### config.mk
export PLATFORM = sky130hd
export DESIGN_NAME = adc_result_if
export DESIGN_NICKNAME = d
export VERILOG_FILES = /design/src/rtl/adc_result_pkg.sv /design/src/rtl/adc_res_hold.sv /design/src/rtl/adc_res_align.sv /design/src/rtl/adc_res_rdmux.sv /design/src/rtl/adc_result_if.sv
export SDC_FILE = /design/constraint.sdc
export NUM_CORES = 1
export LEC_CHECK = 0
export BUFFER_PORTS_ARGS = -buffer_cell sky130_fd_sc_hd__buf_2
export CORE_MARGIN = 8
export CORE_UTILIZATION = 40
export DETAILED_ROUTE_END_ITERATION = 8
export GPL_TIMING_DRIVEN = 0
export MAX_ROUTING_LAYER = met4
export PLACE_DENSITY = 0.68
export SLEW_MARGIN = 20
export SYNTH_ARGS = -nofsm -noshare
export SYNTH_HDL_FRONTEND = slang
export SYNTH_SLANG_ARGS = --single-unit
### constraint.sdc
create_clock -name clk -period 1.9 [get_ports clk]
set_input_delay 0.38 -clock clk [delete_from_list [all_inputs] [get_ports clk]]
set_output_delay 0.38 -clock clk [all_outputs]
set_load 0.005 [all_outputs]
### src/rtl/adc_result_pkg.sv
package adc_result_pkg;
    localparam int RES_W  = 10;
    localparam int BYTE_W = 8;
    localparam int HI_W   = RES_W - BYTE_W;
    localparam int PAD_W  = BYTE_W - 1 - HI_W;

    typedef logic [RES_W-1:0]  result_t;
    typedef logic [BYTE_W-1:0] byte_t;

    typedef struct packed {
        result_t res;
        logic    mode;
    } hold_state_t;

    typedef struct packed {
        byte_t data;
        logic  vld;
    } rd_state_t;
endpackage

### src/rtl/adc_res_hold.sv
module adc_res_hold
    import adc_result_pkg::*;
(
    input  logic    clk,
    input  logic    rst_n,
    input  logic    res_valid,
    input  result_t res_data,
    input  logic    mode_wr,
    input  logic    mode_wdata,
    output result_t res_q,
    output logic    mode_q
);
    hold_state_t st_d, st_q;

    always_comb begin
        st_d = st_q;
        if (res_valid) begin
            if (st_q.mode)
                st_d.res = {{HI_W{1'b0}}, res_data[BYTE_W-1:0]};
            else
                st_d.res = res_data;
        end
        if (mode_wr)
            st_d.mode = mode_wdata;
    end

    always_ff @(posedge clk) begin
        if (!rst_n) st_q <= '0;
        else        st_q <= st_d;
    end

    assign res_q  = st_q.res;
    assign mode_q = st_q.mode;

    AST_HOLD_STABLE: assert property (@(posedge clk) disable iff (!rst_n)
        !res_valid |=> $stable(res_q));
    AST_MODE_STABLE: assert property (@(posedge clk) disable iff (!rst_n)
        !mode_wr |=> $stable(mode_q));
    AST_NARROW_UPPER: assert property (@(posedge clk) disable iff (!rst_n)
        (res_valid && mode_q) |=> (res_q[RES_W-1:BYTE_W] == '0));
endmodule

### src/rtl/adc_res_align.sv
module adc_res_align (
    input  logic clk,
    input  logic rst_n,
    input  logic conv_start,
    input  logic rd_en,
    input  logic addr_hi,
    output logic lsb_sel_q
);
    logic lsb_sel_d;

    always_comb begin
        lsb_sel_d = lsb_sel_q;
        if (conv_start)
            lsb_sel_d = 1'b0;
        else if (rd_en)
            lsb_sel_d = addr_hi;
    end

    always_ff @(posedge clk) begin
        if (!rst_n) lsb_sel_q <= 1'b0;
        else        lsb_sel_q <= lsb_sel_d;
    end

    AST_START_MSB: assert property (@(posedge clk) disable iff (!rst_n)
        conv_start |=> !lsb_sel_q);
    AST_LO_RD_MSB: assert property (@(posedge clk) disable iff (!rst_n)
        (rd_en && !addr_hi) |=> !lsb_sel_q);
    AST_HI_RD_LSB: assert property (@(posedge clk) disable iff (!rst_n)
        (rd_en && addr_hi && !conv_start) |=> lsb_sel_q);
endmodule

### src/rtl/adc_res_rdmux.sv
module adc_res_rdmux
    import adc_result_pkg::*;
(
    input  logic    clk,
    input  logic    rst_n,
    input  logic    rd_en,
    input  logic    addr_hi,
    input  result_t res_q,
    input  logic    mode_q,
    input  logic    lsb_sel_q,
    output byte_t   rd_data,
    output logic    rd_valid
);
    rd_state_t st_d, st_q;
    byte_t     lo_view, hi_view;

    always_comb begin
        hi_view = {mode_q, {PAD_W{1'b0}}, res_q[RES_W-1:BYTE_W]};
        if (mode_q || lsb_sel_q)
            lo_view = res_q[BYTE_W-1:0];
        else
            lo_view = res_q[RES_W-1:HI_W];

        st_d     = st_q;
        st_d.vld = rd_en;
        if (rd_en)
            st_d.data = addr_hi ? hi_view : lo_view;
    end

    always_ff @(posedge clk) begin
        if (!rst_n) st_q <= '0;
        else        st_q <= st_d;
    end

    assign rd_data  = st_q.data;
    assign rd_valid = st_q.vld;

    AST_RD_HOLD: assert property (@(posedge clk) disable iff (!rst_n)
        !rd_en |=> ($stable(rd_data) && !rd_valid));
    AST_HI_PAD_ZERO: assert property (@(posedge clk) disable iff (!rst_n)
        (rd_en && addr_hi) |=> (rd_data[BYTE_W-2:HI_W] == '0));
    AST_HI_MODE_BIT: assert property (@(posedge clk) disable iff (!rst_n)
        (rd_en && addr_hi) |=> (rd_data[BYTE_W-1] == $past(mode_q)));
endmodule

### src/rtl/adc_result_if.sv
module adc_result_if
    import adc_result_pkg::*;
(
    input  logic              clk,
    input  logic              rst_n,
    input  logic              conv_start,
    input  logic              res_valid,
    input  logic [RES_W-1:0]  res_data,
    input  logic              addr_hi,
    input  logic              rd_en,
    input  logic              wr_en,
    input  logic [BYTE_W-1:0] wr_data,
    output logic [BYTE_W-1:0] rd_data,
    output logic              rd_valid,
    output logic              mode_8bit
);
    result_t res_q;
    logic    mode_q;
    logic    lsb_sel_q;
    logic    mode_wr;
    logic    unused_wr_bits;

    assign mode_wr        = wr_en && addr_hi;
    assign unused_wr_bits = ^wr_data[BYTE_W-2:0];

    adc_res_hold i_hold (
        .clk        (clk),
        .rst_n      (rst_n),
        .res_valid  (res_valid),
        .res_data   (res_data),
        .mode_wr    (mode_wr),
        .mode_wdata (wr_data[BYTE_W-1]),
        .res_q      (res_q),
        .mode_q     (mode_q)
    );

    adc_res_align i_align (
        .clk        (clk),
        .rst_n      (rst_n),
        .conv_start (conv_start),
        .rd_en      (rd_en),
        .addr_hi    (addr_hi),
        .lsb_sel_q  (lsb_sel_q)
    );

    adc_res_rdmux i_rdmux (
        .clk        (clk),
        .rst_n      (rst_n),
        .rd_en      (rd_en),
        .addr_hi    (addr_hi),
        .res_q      (res_q),
        .mode_q     (mode_q),
        .lsb_sel_q  (lsb_sel_q),
        .rd_data    (rd_data),
        .rd_valid   (rd_valid)
    );

    assign mode_8bit = mode_q;
endmodule

==> run summary <==
The root buffer cell chosen for the clock tree is clkbuf_4. The portion of synthesized area spent on multiplexers is 19.3%. TritonCTS created 3 clock buffers.

The area growth from synthesis to final layout was 21.9%. Average via count per standard cell: 4.88. The tools report the startpoint of the worst-slack reg-to-reg timing path as i_hold.mode_q$_SDFFE_PN0P_. The synthesized netlist devotes 9.52% of its cell area to compound gates.

The type of the worst setup path is flip-flop to output port. After detailed routing, the average wire length per cell comes to 12.8 um. The critical path goes through buf_2. In this run the deepest clock path goes through 2 buffers. Summed over all failing endpoints, the final setup total negative slack is 0 ns.

The dominant synthesized flop cell is dfxtp_1. For the final weighted congestion of routability-driven global placement, the log shows 0.676. The tools report the largest net degree at the start of global routing as 13. The clock period minus worst slack is 1.37 ns. Row generation in the floorplan step produced 17 rows. The hold path depth came out at 2.

The wire length of the first global-routing pass came out at 3.26 mm. The run gives 1 as the depth of the CTS H-tree. The cell family contributing the most delay on the critical path is flip-flops. The classification of the worst-slack hold path is primary input to flip-flop. The initial utilization of the core area, before any placement, comes to 41.0%. From bottom edge to top edge, the die measures 62.9 um.

In this run the mean area of a mapped cell was 10.1 um2. After synthesis, the share of flip-flops with an asynchronous set or reset is 0%. Clock latency on the worst-skew pair, taken at its later pin, is 0.31 ns. In the post-route analysis, the smallest setup slack over all paths is 0.532 ns. For the final wirelength, the log shows 1.85 mm.

The normalized max-slew margin is 76.6%, and the count of final hold-check violations is 0. The fraction of final layout cells sized beyond drive strength 1 is 29.1%. Yosys attributes the largest share of cell area to dfxtp_1 48%, mux2i_1 19%, nor2b_1 9.9%. After global routing the overflow that remains totals 0.

The worst setup path is launched from a flip-flop. Endpoint of the lowest-slack register-to-register path: i_rdmux.rd_data[3]$_SDFFE_PN0P_. 35 I/O pins were placed. The number of instances in the synthesized netlist was 87. Clock skew on the completed layout was measured at 0.00575 ns. In this run, distinct cell masters in the synthesized netlist total 17. In the global route stage, overall resource usage came out at 10.1%. The worst hold path begins at conv_start.

The post-cts gate resize count was 0. The length of the first detailed-routing pass in iterations is 2. Of the synthesized area, sequential elements account for 47.7%. Buffers added to address setup during post-CTS repair amount to 0. Data on the critical path arrives at its endpoint at 0.99 ns.

The share of synthesized cell area in and, or, nand and nor gates was 20.0%. The core region area was 2150 um2. The run gives 0 as the number of antenna violations at the first check in global routing. dfxtp_1 takes more of the synthesized area than any other cell. The worst-path maximum fanout is 5, and the number of gates on the worst path with buffers counted is 1. The synthesized netlist devotes 0% of its cell area to adder and majority cells. Setup repair after global routing left no endpoint under its margin. After layout, the worst path uses 72.0% of the clock period. Counting every net in the synthesized netlist gives 112. For the maximum vdd drop, the log shows 369 uV.

In this run, the number of DRC markers left after iteration 0 of detailed routing was 8. The clock-pin transition on the worst setup and hold timing paths is 0.11 ns. On the critical path, the stage with the largest delay is an instance of dfxtp_1.

Among all cell types in the netlist, the one instantiated most often is dfxtp_1. The max capacitance violation total was 0; the quantity of hold-fixing buffers added after cts was 0. In this run the power density over the cells is 737 nW/um2. The die is 62.9 um wide. The floorplan step defined a die boundary enclosing 3960 um2.

Timing would allow up to 731 MHz. The largest single stage delay on the critical path is 0.51 ns. The fraction of post-synthesis cell area in the top cell type by area works out to 47.7%.

At the end of the flow, the number of nets in the layout was 143. For this run, design rule violations remaining after detail routing come to 0. Setup slack on the worst reg-to-reg path comes out at 0.81 ns.

Yosys synthesis warning count: 0. By area, the combinational part of the netlist is dominated by simple AND/OR/NAND/NOR gates. The logs give 0 for the count of antenna diodes in the layout and 1.45 mm for the placed wire-length estimate. The run finished with clean final reports. The tools report the final count of pins violating max slew as 0. The number of flops mapped to enable cells by yosys was 0; the setup violation total in the final timing report was 0. Transition time of the tightest slew-check pin: 0.351 ns.

The tools report the destination of the worst hold path as i_align.lsb_sel_q$_SDFFE_PP0P_. STA classifies the critical path endpoint as an output port. Number of routed nets with antenna violations: 0. Summing the areas of all xor and xnor instances in the mapped netlist gives 0% of the synthesized area. TritonCTS built the clock tree.

For the via count of the routed design, the log shows 707. For the standby leakage power, the log shows 0.507 nW. The run gives 768 as the number of global-route vias before repair. The total buffers and inverters traversed by the critical path is 1. The cell count of the worst reg-to-reg path was 3. The post-placement setup slack is 0.711 ns. Sorting the synthesized cells by how often they occur yields 21 x dfxtp_1, 17 x mux2i_1, 14 x nor2b_1.

CTS saw 21 sinks. Counting flops and latches in the post-synthesis netlist gives 21. After synthesis the cells add up to 881 um2.

The required time at the endpoint of the critical path was 1.52 ns. The number of buffers inserted by port buffering came out at 26.
==> per-stage QoR <==
stage | power [W] | util (%) | instance area [um2] | instances | hold WS (ns)
final | 0.000792 | 50.0 | 1070 | 145 | 0.223
after detailed placement | 0.000587 | 48.7 | 1050 | 141 | 0.442
after CTS | 0.000801 | 50.0 | 1070 | 145 | 0.215
after global routing | 0.000837 | 50.0 | 1070 | 145 | 0.201
after global placement | 0.000583 | 48.7 | 1050 | 141 | 0.440
after floorplan | 0.000546 | - | 881 | 87 | 0.445
==> power by group <==
| part | total [W] | switching (W) | internal [W] |
|---|---|---|---|
| Sequential | 0.000475 | 0.0000150 | 0.000460 |
| Clock | 0.000216 | 0.000137 | 0.0000786 |
| Combinational | 0.000101 | 0.0000470 | 0.0000536 |
| Total | 0.000792 | 0.000199 | 0.000593 |
==> metal layers <==
metal,track usage (%),wire length [um],vias up
met5,-,0,-
met4,5.98,30,0
met3,2.69,64,4
met2,16.8,954,12
met1,10.6,799,334
li1,-,-,357
==> placed cells by master, fill, tap and decap left out, drive strengths merged <==
master    n
o2bb2ai   3
inv       3
nand2b    1
nor2b    14
a21oi     2
a21boi    1
and2      1
nor3b     1
clkbuf    4
mux2i    17
buf      28
nand3     4
nor2      1
clkinv    1
dfxtp    21
nand2     7
o21ai     8
==> how the worst max path moves through the flow <==
stage / start / end / slack [ns]
finish: i_hold.mode_q$_SDFFE_PN0P_ / mode_8bit / 0.53
global route: i_hold.mode_q$_SDFFE_PN0P_ / mode_8bit / 0.47
CTS: i_hold.mode_q$_SDFFE_PN0P_ / mode_8bit / 0.51
detailed placement: res_valid / i_hold.res_q[8]$_SDFFE_PN0P_ / 0.71
global placement: res_valid / i_hold.res_q[9]$_SDFFE_PN0P_ / 0.75
floorplan: res_valid / i_hold.res_q[8]$_SDFFE_PN0P_ / 0.92
==> sequential cells by signal (all words and copies together) (netlist names) <==
register and count:
i_hold.res_q 10, i_rdmux.rd_data 8, i_align.lsb_sel_q 1, i_hold.mode_q 1, i_rdmux.rd_valid 1
==> cells by family (layout without fill, tap and decap cells) <==
family | after synthesis | count (layout)
buffers and inverters | 6 | 36
and+or+nand+nor | 29 | 29
AOI/OAI and AO/OA | 14 | 14
muxes | 17 | 17
DFF | 21 | 21
==> cell type report <==
class                           instances  area [um2]
Sequential cell                        21         420
Clock buffer                            3        22.5
Inverter                                3        11.3
Clock inverter                          1        5.00
Multi-Input combinational cell         60         430
Timing Repair Buffer                   26         130
Tap cell                               28        35.0
Buffer                                  3        18.8
Fill cell                             205        1070
(Power assumes the default switching activity.)
